[config.mk]
export PLATFORM = sky130hd
export DESIGN_NAME = char_pixel_fetch
export DESIGN_NICKNAME = d
export VERILOG_FILES = /design/src/rtl/cpf_pkg.sv /design/src/rtl/cpf_addr_stage.sv /design/src/rtl/cpf_cell_queue.sv /design/src/rtl/cpf_pixel_serializer.sv /design/src/rtl/char_pixel_fetch.sv
export SDC_FILE = /design/constraint.sdc
export NUM_CORES = 1
export LEC_CHECK = 0
export ABC_AREA = 1
export BUFFER_PORTS_ARGS = -buffer_cell sky130_fd_sc_hd__buf_2
export CAP_MARGIN = 30
export CORE_ASPECT_RATIO = 0.8
export CORE_MARGIN = 5
export CORE_UTILIZATION = 33
export DETAILED_ROUTE_END_ITERATION = 12
export SLEW_MARGIN = 20
export SYNTH_ARGS = -nofsm -noshare
export SYNTH_HDL_FRONTEND = slang
export SYNTH_SLANG_ARGS = --single-unit
[constraint.sdc]
create_clock -name clk -period 2 [get_ports clk]
set_input_delay 0.5 -clock clk [delete_from_list [all_inputs] [get_ports clk]]
set_output_delay 0.5 -clock clk [all_outputs]
set_load 0.01 [all_outputs]
[src/rtl/cpf_pkg.sv]
package cpf_pkg;
  localparam int BYTE_W = 8;
  localparam int NIB_W  = 4;
  localparam int WORD_W = 2 * BYTE_W;

  // One fetched tile row: colour bank plus both bitplanes.
  typedef struct packed {
    logic [NIB_W-1:0]  pal;
    logic [WORD_W-1:0] word;
  } cell_word_t;
endpackage

[src/rtl/cpf_addr_stage.sv]
module cpf_addr_stage
  import cpf_pkg::*;
#(
  parameter int          CA_W      = 12,
  parameter int          ROW_W     = 3,
  parameter int          VR_AW     = 13,
  parameter int unsigned ATTR_BASE = 'h1000,
  parameter int          ROM_AW    = 16,
  parameter int unsigned HI_OFFSET = 'h8000
) (
  input  logic              clk,
  input  logic              rst_n,
  input  logic              accept,
  input  logic [CA_W-1:0]   cell_addr,
  input  logic [ROW_W-1:0]  cell_row,
  output logic              vram_rd_en,
  output logic [VR_AW-1:0]  vram_code_addr,
  output logic [VR_AW-1:0]  vram_attr_addr,
  input  logic [BYTE_W-1:0] vram_code_data,
  input  logic [BYTE_W-1:0] vram_attr_data,
  output logic              rom_rd_en,
  output logic [ROM_AW-1:0] rom_lo_addr,
  output logic [ROM_AW-1:0] rom_hi_addr,
  output logic              s1_v,
  output logic              s2_v,
  output logic [NIB_W-1:0]  s2_pal
);
  localparam int TILE_W = NIB_W + BYTE_W;
  localparam int LO_W   = TILE_W + ROW_W;

  logic [ROW_W-1:0] s1_row;
  logic [LO_W-1:0]  lo_raw;

  // Stage 0: video RAM addresses straight from the accepted cell.
  assign vram_rd_en     = accept;
  assign vram_code_addr = VR_AW'(cell_addr) + VR_AW'(1);
  assign vram_attr_addr = vram_code_addr + VR_AW'(ATTR_BASE);

  // Stage 1: code and attribute bytes arrive; build the ROM row address.
  assign lo_raw      = {vram_attr_data[NIB_W-1:0], vram_code_data, s1_row};
  assign rom_rd_en   = s1_v;
  assign rom_lo_addr = ROM_AW'(lo_raw);
  assign rom_hi_addr = rom_lo_addr + ROM_AW'(HI_OFFSET);

  always_ff @(posedge clk or negedge rst_n) begin
    if (!rst_n) begin
      s1_v   <= 1'b0;
      s1_row <= '0;
      s2_v   <= 1'b0;
      s2_pal <= '0;
    end else begin
      s1_v <= accept;
      s2_v <= s1_v;
      if (accept) s1_row <= cell_row;
      if (s1_v)   s2_pal <= vram_attr_data[BYTE_W-1:NIB_W];
    end
  end
endmodule

[src/rtl/cpf_cell_queue.sv]
module cpf_cell_queue
  import cpf_pkg::*;
#(
  parameter int DEPTH = 2,
  localparam int PTR_W = (DEPTH > 1) ? $clog2(DEPTH) : 1,
  localparam int CNT_W = $clog2(DEPTH + 1)
) (
  input  logic             clk,
  input  logic             rst_n,
  input  logic             push,
  input  cell_word_t       push_data,
  input  logic             pop,
  output cell_word_t       head,
  output logic             head_v,
  output logic [CNT_W-1:0] count
);
  cell_word_t       mem [DEPTH];
  logic [PTR_W-1:0] wp, rp;

  function automatic logic [PTR_W-1:0] step(input logic [PTR_W-1:0] p);
    return (p == PTR_W'(DEPTH - 1)) ? '0 : p + PTR_W'(1);
  endfunction

  always_ff @(posedge clk) begin
    if (push) mem[wp] <= push_data;
  end

  always_ff @(posedge clk or negedge rst_n) begin
    if (!rst_n) begin
      wp    <= '0;
      rp    <= '0;
      count <= '0;
    end else begin
      if (push) wp <= step(wp);
      if (pop)  rp <= step(rp);
      count <= count + CNT_W'(push) - CNT_W'(pop);
    end
  end

  assign head   = mem[rp];
  assign head_v = (count != '0);
endmodule

[src/rtl/cpf_pixel_serializer.sv]
module cpf_pixel_serializer
  import cpf_pkg::*;
#(
  parameter int PIX_PER_CELL = 4,
  localparam int CNT_W = $clog2(PIX_PER_CELL),
  localparam int IDX_W = 2 * NIB_W
) (
  input  logic             clk,
  input  logic             rst_n,
  input  logic             de,
  input  logic             head_v,
  input  cell_word_t       head,
  input  logic             pix_ready,
  output logic             pix_valid,
  output logic [IDX_W-1:0] pix_index,
  output logic             pop
);
  logic [NIB_W-1:0] colour [PIX_PER_CELL];
  logic [CNT_W-1:0] pix_n;
  logic             fire, last;

  // Bit scatter: each pixel takes one bit from each nibble of the plane word.
  for (genvar g = 0; g < PIX_PER_CELL; g++) begin : g_scatter
    assign colour[g] = {head.word[g + NIB_W], head.word[g],
                        head.word[g + 3*NIB_W], head.word[g + 2*NIB_W]};
  end

  assign pix_valid = de && head_v;
  assign pix_index = pix_valid ? {head.pal, colour[pix_n]} : '0;
  assign fire      = pix_valid && pix_ready;
  assign last      = (pix_n == CNT_W'(PIX_PER_CELL - 1));
  assign pop       = fire && last;

  always_ff @(posedge clk or negedge rst_n) begin
    if (!rst_n)    pix_n <= '0;
    else if (fire) pix_n <= last ? '0 : pix_n + CNT_W'(1);
  end
endmodule

[src/rtl/char_pixel_fetch.sv]
module char_pixel_fetch
  import cpf_pkg::*;
#(
  parameter int          CA_W      = 12,
  parameter int          ROW_W     = 3,
  parameter int          VR_AW     = 13,
  parameter int unsigned ATTR_BASE = 'h1000,
  parameter int          ROM_AW    = 16,
  parameter int unsigned HI_OFFSET = 'h8000,
  parameter int          DEPTH     = 2
) (
  input  logic              clk,
  input  logic              rst_n,
  input  logic              de,
  input  logic              cell_valid,
  output logic              cell_ready,
  input  logic [CA_W-1:0]   cell_addr,
  input  logic [ROW_W-1:0]  cell_row,
  output logic              vram_rd_en,
  output logic [VR_AW-1:0]  vram_code_addr,
  output logic [VR_AW-1:0]  vram_attr_addr,
  input  logic [7:0]        vram_code_data,
  input  logic [7:0]        vram_attr_data,
  output logic              rom_rd_en,
  output logic [ROM_AW-1:0] rom_lo_addr,
  output logic [ROM_AW-1:0] rom_hi_addr,
  input  logic [7:0]        rom_lo_data,
  input  logic [7:0]        rom_hi_data,
  output logic              pix_valid,
  input  logic              pix_ready,
  output logic [7:0]        pix_index
);
  localparam int PIX_PER_CELL = 4;
  localparam int QC_W  = $clog2(DEPTH + 1);
  localparam int OCC_W = $clog2(DEPTH + 3);

  logic             accept, s1_v, s2_v, pop, head_v;
  logic [NIB_W-1:0] s2_pal;
  logic [QC_W-1:0]  q_count;
  logic [OCC_W-1:0] occupancy;
  cell_word_t       push_data, head;

  // Cells in flight plus queued cells bound the acceptance.
  assign occupancy  = OCC_W'(q_count) + OCC_W'(s1_v) + OCC_W'(s2_v);
  assign cell_ready = (occupancy < OCC_W'(DEPTH));
  assign accept     = cell_valid && cell_ready;

  cpf_addr_stage #(
    .CA_W(CA_W), .ROW_W(ROW_W), .VR_AW(VR_AW), .ATTR_BASE(ATTR_BASE),
    .ROM_AW(ROM_AW), .HI_OFFSET(HI_OFFSET)
  ) addr_i (
    .clk(clk), .rst_n(rst_n), .accept(accept),
    .cell_addr(cell_addr), .cell_row(cell_row),
    .vram_rd_en(vram_rd_en), .vram_code_addr(vram_code_addr),
    .vram_attr_addr(vram_attr_addr), .vram_code_data(vram_code_data),
    .vram_attr_data(vram_attr_data), .rom_rd_en(rom_rd_en),
    .rom_lo_addr(rom_lo_addr), .rom_hi_addr(rom_hi_addr),
    .s1_v(s1_v), .s2_v(s2_v), .s2_pal(s2_pal)
  );

  // Stage 2: both plane bytes arrive and enter the queue.
  assign push_data.pal  = s2_pal;
  assign push_data.word = {rom_hi_data, rom_lo_data};

  cpf_cell_queue #(.DEPTH(DEPTH)) queue_i (
    .clk(clk), .rst_n(rst_n), .push(s2_v), .push_data(push_data),
    .pop(pop), .head(head), .head_v(head_v), .count(q_count)
  );

  cpf_pixel_serializer #(.PIX_PER_CELL(PIX_PER_CELL)) ser_i (
    .clk(clk), .rst_n(rst_n), .de(de), .head_v(head_v), .head(head),
    .pix_ready(pix_ready), .pix_valid(pix_valid), .pix_index(pix_index),
    .pop(pop)
  );
endmodule

Word-level counts from Yosys, hierarchy flattened --
Memory sizes are Yosys's and may differ from the RTL's. Cells that the tools add are included.
Word-level totals: bits in registers 15, memory bits (writable) 40, input port bits 52, output and inout bits 70, logic and storage cells 37, memories kept 1
Cells by class: add/subtract/negate cells 10, order comparisons 2, eq/ne operators 1, multiplexer cells 9, bitwise operators 1, reduce and logical (&&, ||, !) cells 5
Memory list:
- queue_i.mem | words 2, bits a word 20, read ports 1, clocked after Yosys merged registers in 0, write ports 1, line cpf_cell_queue.sv:17 | cell_word_t mem [DEPTH];
Operators by type and width (number):
- adder 15 x 16 -> 16 bit, second input constant | 1
- adder 12 x 1 -> 13 bit, second input constant | 1
- adder 13 bit, second input constant | 1
- binary-select mux 4 bit (select 2 bit) | 1
- 2-to-1 mux 4 bit | 2
- 2-to-1 mux 8 bit | 1
- logical AND 1 bit | 4
- 2-to-1 mux 1 bit | 4
- adder 2 x 1 -> 3 bit | 1
- adder 3 x 1 -> 3 bit | 1
- >= comparator 3 bit, second input constant | 1
- < comparator 3 x 2 -> 1 bit, second input constant | 1
- inverter 2 -> 3 bit | 1
- adder 1 bit, second input constant | 2
- adder 2 x 1 -> 2 bit | 1
- adder 2 x 1 -> 2 bit, second input constant | 1
- == test 2 bit, second input constant | 1
- 2-to-1 mux 2 bit | 1
- nonzero test 2 bit | 1
- subtractor 2 x 1 -> 2 bit | 1

Depth between registers and ports, before layout --
Gate-level depths: netlist of run 1.
word-level depth 5, gate-level depth with buffers 9, mapped depth without buffers 9

Cells and area by module --
Synthesis of run 1 repeated with hierarchy kept, for this count alone.
Second synthesis, totals: cell total of the unflattened synthesis 321, area total of the unflattened synthesis 3032.9 sq um
Modules (own cells, without submodules):
- cpf_cell_queue | times used 1, cells an instance 128, area each 1680.4 sq um, sequential area each 1301.2 sq um
- cpf_addr_stage | times used 1, cells an instance 118, area each 954.7 sq um, sequential area each 225.2 sq um
- cpf_pixel_serializer | times used 1, cells an instance 68, area each 360.3 sq um, sequential area each 50.0 sq um
- char_pixel_fetch | times used 1, cells an instance 7, area each 37.5 sq um, sequential area each 0.0 sq um

Least setup slack after synthesis of run 1 --
OpenSTA, ideal clock, no wires.
path kind in2out, from input cell_addr[0], to output vram_code_addr[6], arrival time 1.464 ns, data required time 1.500 ns, slack 0.036 ns, stages 5, buffers on the path 1, path through ha_1 nand2_2 nor3_4 xor2_1 buf_4
Between the ends: longest elaborated chain between the ends 1
RTL lines:
- start: declaration | line char_pixel_fetch.sv:17 | input logic [CA_W-1:0] cell_addr,
- adder 12 x 1 -> 13 bit | line cpf_addr_stage.sv:36 | assign vram_code_addr = VR_AW'(cell_addr) + VR_AW'(1);
- end: declaration | line char_pixel_fetch.sv:20 | output logic [VR_AW-1:0] vram_code_addr,
No other way between the ends.

Worst setup path in the final report of run 1 --
from register queue_i.rp, to output pix_index[3]
Between the ends: longest elaborated chain between the ends 5
RTL lines:
- start: declaration | line cpf_cell_queue.sv:18 | logic [PTR_W-1:0] wp, rp;
- start signal: assignment | line cpf_cell_queue.sv:35 | if (pop) rp <= step(rp);
- memory (2 x 20 bit)
- binary-select mux 4 bit (select 2 bit) | line cpf_pixel_serializer.sv:29 | assign pix_index = pix_valid ? {head.pal, colour[pix_n]} : '0;
- 2-to-1 mux 4 bit (implied by the code) (2 in series) | line cpf_pixel_serializer.sv:29
- 2-to-1 mux 8 bit | line cpf_pixel_serializer.sv:29
- end: declaration | line char_pixel_fetch.sv:31 | output logic [7:0] pix_index
No other way between the ends. The select of a mux whose other input is x is not followed.

==> impl_metrics.yaml, run 1 <==
status:
  status: "finished, final reports clean"
yosys:
  synthTopCellsByArea: "edfxtp_1, dfrtp_1, nand2_1"
  avgSynthCellArea_sq_um: 9.089
  yosysSeqAreaShare_pct: 53.87
  syn_nets: 379
  ys_warn_count: 0
  synth_top_area_share_pct: 41.04
  synth_seq_cells: 55
  synth_top_family_by_area: "simple AND/OR/NAND/NOR gates"
  synthMuxAreaShare_pct: 1.539
  synthAdderAreaFrac_pct: 2.138
  syn-cell-area_sq_mm: 0.002927
  synthXorXnorAreaFrac_pct: 2.394
  syn_inst: 322
  synth_area_leader_cell: "edfxtp_1"
  synth_compound_area_share_pct: 0.6841
  synth_cell_types: 23
  synth-simple-area-share_pct: 20.22
place:
  io_buffers: 83
  placed_cells: 481
  place_congestion: 0.8640
  hpwl_mm: 4.636
  place_ws_ps: -67.41
clocking:
  clk_latency_ps: 290
  postCtsHoldBufs: 0
  cts_root_buf: "clkbuf_8"
  cts_buffers: 5
  cts.clk_slew.worst_paths_ps: 90
  cts.sinks: 55
  tritoncts: "built"
  cts_buffer_depth: 2
  htree_levels: 2
detailed_routing:
  route.vias.total: 2096
  drt_iter0_markers: 85
  wl_per_cell_um: 12.16
  postRouteAntennaNets: 0
  via_per_inst: 4.260
  wirelength_mm: 5.982
  drt_pass1_iterations: 4
  drc: 0
floorplanning:
  die_area_sq_mm: 0.01086
  io_pins: 122
  die_y_um: 94.23
  rows: 30
  core_sq_mm: 0.008558
  start_util_pct: 34.20
  dieWidth_um: 115.3
setup_path:
  reg2reg_slack_ps: 250
  path_class: "flop to output pin"
  reg2reg_depth: 9
  critPathMaxStageDelay_ps: 460
  crit_buf_inv: 2
  cp.required_ps: 1500
  regToRegStartpoint: "queue_i.count[0]"
  startpoint: "queue_i.rp"
  timing.rr.end: "queue_i.count[1]"
  cp-start-kind: "flop"
  arrival_ps: 1460
  path_depth: 7
  path_cells: "buf_6, nand2_1, nand3_1, nand3_1, nand2_1, nor2_2, buf_2"
  cp_top_family: "flip-flops"
  slowest_stage: "dfrtp_2"
  critPathMaxFanout: 12
  endpoint_kind: "output pin"
timing:
  drv_slew: 0
  fmax_mhz: 511.4
  setup_viol: 0
  period_share_pct: 97.77
  fin_crit_ps: 1955
  setup_ws_ps: 44.56
  fin_worst_skew_ps: 4.244
  rsz0062_at_grt: "yes"
  setup_tns_ps: 0
  hold_viol: 0
layout:
  nNetsFinal: 436
  drive_gt1_share_pct: 33.68
  final_common_cell: "nand2_1"
  nFillCells: 871
  num_antenna_cells: 0
  final_cell_mix: "nand2_1, buf_2, inv_1, edfxtp_1, nand3_1"
  synthToLayoutAreaGrowth_pct: 18.60
  final_cells: 492
  multi_input_area_sq_um: 848.3
  regArea_sq_mm: 0.001579
min_path:
  hold_class: "input pin to async pin"
grt:
  overflow: 0
  grt_pass1_wl_mm: 9.777
  antenna_found_initial: 0
  grt_max_degree: 22
  track_usage_pct: 11.31
  grt_pass1_vias: 2105
pwr:
  p_total_w: 0.004024
  cellLeakagePower_nw: 1.783
  vdd.ir_drop.worst_v: 0.0005711
  p_per_area_mw_per_mm2: 1159
flow_run:
  max_cap_violations: 0
-- flip-flops by register name (all words and copies together) (netlist names) --
signal	flops
addr_i.s2_pal	4
addr_i.s1_row	3
ser_i.pix_n	2
queue_i.rp	1
addr_i.rom_rd_en	1
queue_i.mem	40
queue_i.count	2
addr_i.s2_v	1
queue_i.wp	1
-- cells by family after synthesis --
| logic type | after synthesis |
|---|---|
| flops | 55 |
| buf+inv | 104 |
| mux | 4 |
| simple gates | 140 |
| other cells | 2 |
| xor+xnor | 8 |
| compound gates | 4 |
| fa+ha+maj | 5 |
-- metal layers --
layer  global-route usage [%]  wire [um]  vias to the layer above
met1                    12.89       2331                      944
met3                    2.254        492                       13
met5                        0          0                        -
met2                    21.24       3087                       80
met4                    3.226         70                        0
li1                         -          -                     1059
-- what timing repair did --
action                                  CTS  global route
pin swaps                                 7            12
endpoints found under the setup margin   13            21
setup buffers                             2             1
resized for setup                        13            15
-- stage by stage --
step | util (%) | hold slack, ps | area [sq um]
5_1_grt | 40.56 | 96.13 | 3471
2_1_floorplan | - | 204.4 | 2927
6_report | 40.56 | 94.81 | 3471
4_1_cts | 39.87 | 94.95 | 3412
3_3_place_gp | 37.84 | 424.6 | 3238
3_5_place_dp | 37.84 | 424.4 | 3238
-- area by class of cell --
| cell class | instances | share of cell area [%] |
|---|---|---|
| flip-flops and latches | 55 | 45.49 |
| well taps | 112 | 4.037 |
| repair buffers | 97 | 16.58 |
| clock buffers | 5 | 1.983 |
| clock inverters | 3 | 1.118 |
| inverters | 57 | 6.345 |
| multi-input cells | 163 | 24.44 |
-- worst reg2reg max path, stage by stage, from the launching register on --
cell and delay [ps]:
dfrtp_1 420, o21ai_2 210, nor2_1 100, nand2_1 80, inv_1 50, ha_1 270
inv_1 40, ha_1 180, xnor2_1 160, xor2_1 170
-- power by group --
| group | internal, W | switching, W | leakage (nW) | total [W] |
|---|---|---|---|---|
| combinational | 0.000656 | 0.000923 | 1.18 | 0.00158 |
| sequential | 0.00159 | 0.000162 | 0.546 | 0.00175 |
| clock | 0.000367 | 0.000330 | 0.0556 | 0.000697 |
| total | 0.00261 | 0.00142 | 1.78 | 0.00402 |
-- Yosys cell counts (all sizes together) --
cell	instances
conb	2
mux2	4
o21ai	4
clkinv	2
dfrtp	15
nand3b	1
nand3	24
buf	47
ha	5
nor2	18
xor2	6
nand2	94
edfxtp	40
inv	55
nor3	3
xnor2	2
-- worst max path at each step --
| stage | endpoint | slack [ps] |
|---|---|---|
| after floorplan | vram_code_addr[6] | 40 |
| final | pix_index[3] | 40 |
| after global routing | pix_index[1] | -60 |
| after detailed placement | vram_attr_addr[10] | -70 |
| after global placement | vram_attr_addr[10] | -30 |
| after CTS | vram_attr_addr[10] | 6 |
No activity file was read; power rests on OpenSTA's default activity.
==> run 2, diff against run 1 <==
- ABC_AREA: 1 -> default
==> run 2 against run 1 <==
  * Non-clock buffer count up 3
  * The run now ends with negative setup slack left
  * Via count down 20%
  * Critical path depth down 2
==> impl_metrics.yaml, run 2 <==
pwr:
  cellLeakagePower_nw: 1.404
  p_per_area_mw_per_mm2: 1236
  vdd.ir_drop.worst_v: 0.0005537
  intPower_w: 0.002668
  netSwitchingFraction_pct: 33.24
  p_total_w: 0.003997
  power_frac_comb_pct: 40.5
  seq_power_share_pct: 44.9
  p_sw_w: 0.001329
  clkPwrFrac_pct: 14.6
grt:
  track_usage_pct: 10.15
  overflow: 0
  grt_pass1_vias: 1746
  grt_max_degree: 17
  antenna_found_initial: 0
  grt_pass1_wl_mm: 8.438
yosys:
  avgSynthCellArea_sq_um: 13.52
  synth_seq_cells: 55
  synth_area_leader_cell: "edfxtp_1"
  synthFlopType: "edfxtp_1"
  syn-cell-area_sq_mm: 0.002731
  synth_cell_types: 26
  ys_warn_count: 0
  yosysSeqAreaShare_pct: 57.72
  synthArstFlopShare_pct: 27.27
  synthTopCellsByArea: "edfxtp_1, dfrtp_1, buf_4"
  syn_nets: 259
  synth.most_common_cell: "buf_4"
  synth_top_area_share_pct: 43.98
  synth_commonest_cells: "buf_4, edfxtp_1, mux2i_1"
  synth-edff-count: 40
  syn_inst: 202
timing:
  hold_ws_ps: 89.86
  setup_viol: 4
  hold_viol: 0
  fin_worst_skew_ps: 7.227
  rsz0062_at_grt: "yes"
  setup_tns_ps: -182.7
  fmax_mhz: 485.4
  period_share_pct: 103.0
  setup_ws_ps: -60.25
  drv_slew: 0
  fin_crit_ps: 2060
setup_path:
  arrival_ps: 1560
  cp-start-kind: "flop"
  slowest_stage: "dfrtp_1"
  path_class: "flop to output pin"
  cp.required_ps: 1500
  crit_buf_inv: 2
  critPathMaxFanout: 8
  cp_top_family: "flip-flops"
  path_cells: "buf_6, mux2i_1, a22oi_1, and4_1, buf_2"
  critPathMaxStageDelay_ps: 420
  endpoint_kind: "output pin"
floorplanning:
  dieWidth_um: 111.7
  start_util_pct: 34.22
  die_y_um: 91.37
  core_sq_mm: 0.007983
  rows: 29
  io_pins: 122
  die_area_sq_mm: 0.01021
place:
  place_congestion: 0.8768
  placed_cells: 360
  hpwl_mm: 4.014
  io_buffers: 83
  place_ws_ps: 30.27
status:
  violations: "negative setup slack"
  status: "finished with violations"
detailed_routing:
  wl_per_cell_um: 13.78
  drt_pass1_iterations: 4
  via_per_inst: 4.472
  drc: 0
  route.vias.total: 1668
  postRouteAntennaNets: 0
  wirelength_mm: 5.140
  drt_iter0_markers: 44
layout:
  nFillCells: 748
  num_antenna_cells: 0
  final_cells: 373
  top_register: "queue_i.mem"
  final_common_cell: "buf_2"
  reg.largest.list: "queue_i.mem x40, addr_i.s2_pal x4, addr_i.s1_row x3"
  nNetsFinal: 321
  final_cell_mix: "buf_2, edfxtp_1, mux2i_1, dfrtp_1, buf_4"
  drive_gt1_share_pct: 49.81
  largest_register_ffs: 40
  synthToLayoutAreaGrowth_pct: 18.41
clocking:
  clk_latency_ps: 300
  tritoncts: "built"
  cts.sinks: 55
  cts_buffers: 5
  cts.clk_slew.worst_paths_ps: 90
  cts_buffer_depth: 2
  htree_levels: 2
  cts_root_buf: "clkbuf_8"
min_path:
  hold_class: "input pin to async pin"
flow_run:
  max_cap_violations: 0
run 2: repair_timing:
| action | in CTS | in global routing |
|---|---|---|
| setup endpoints to repair | 6 | 19 |
| setup buffers | 5 | 1 |
| hold buffers | 0 | 0 |
| resized for setup | 10 | 9 |
| hold endpoints to repair | 0 | 0 |
| pin swaps | 9 | 5 |
run 2: path summary, 6_finish.rpt:
path	start	to	slack [ps]	depth (start not counted)
hold / removal	rst_n	addr_i.rom_rd_en	90	1
max in group asynchronous	rst_n	ser_i.pix_n[1]	1630	1
min in group clk	rom_lo_data[4]	queue_i.mem[1][4]	380	1
hold reg to reg	addr_i.s2_pal[2]	queue_i.mem[1][18]	470	0
setup reg to reg	ser_i.pix_n[0]	queue_i.count[1]	160	8
setup / recovery	ser_i.pix_n[0]	pix_index[1]	-60	5
run 2: worst register-to-register path, cell delays in order (launching register included):
cell,delay [ps]
dfrtp_1,420
buf_6,170
ha_1,210
and3_1,180
ha_1,280
inv_1,40
ha_1,180
xnor2_1,130
xnor2_1,120
run 2: cells by family (layout without fill, tap and decap cells):
group / count (synthesis) / after routing / synth area share (%)
flip-flops: 55 / 55 / 57.72
buffers and inverters: 50 / 113 / 13.01
AND/OR/NAND/NOR: 41 / 41 / 8.612
multiplexers: 29 / 29 / 11.45
XOR/XNOR: 14 / 14 / 4.489
AO/OA/AOI/OAI: 6 / 6 / 2.153
adder cells (fa/ha/maj): 5 / 5 / 2.290
other: 2 / 2 / 0.2750
run 2: through the flow:
step / utilization, % / area (sq um)
6_report: 40.52 / 3234
2_1_floorplan: - / 2731
5_1_grt: 40.52 / 3234
3_5_place_dp: 38.18 / 3048
4_1_cts: 40.27 / 3214
3_3_place_gp: 38.18 / 3048
run 2: layout make-up:
| class | count | area, sq um | share of cell area (%) |
|---|---|---|---|
| sequential | 55 | 1578 | 48.78 |
| multi-input combinational | 97 | 853.3 | 26.38 |
| timing repair buffer | 100 | 564.3 | 17.45 |
| tap | 108 | 135.1 | 4.178 |
| clock buffer | 6 | 72.57 | 2.244 |
| inverter | 5 | 18.77 | 0.5803 |
| clock inverter | 2 | 12.51 | 0.3868 |
run 2: power groups by stage:
stage	registers, W	logic, W	clock network (W)
after detailed placement	0.00181	0.00150	0
final	0.00179	0.00162	0.000585
after global routing	0.00184	0.00179	0.000655
after CTS	0.00180	0.00165	0.000605
after global placement	0.00180	0.00148	0
after floorplan	0.00179	0.00105	0
run 2: metal layers:
metal  part of all wire [%]  global-route usage (%)  vias up
met5                      0                       0        -
met3                    9.3                   2.857       17
met2                     49                   17.47       73
met1                     39                   11.91      783
li1                       -                       -      795
met4                    2.1                   4.255        0
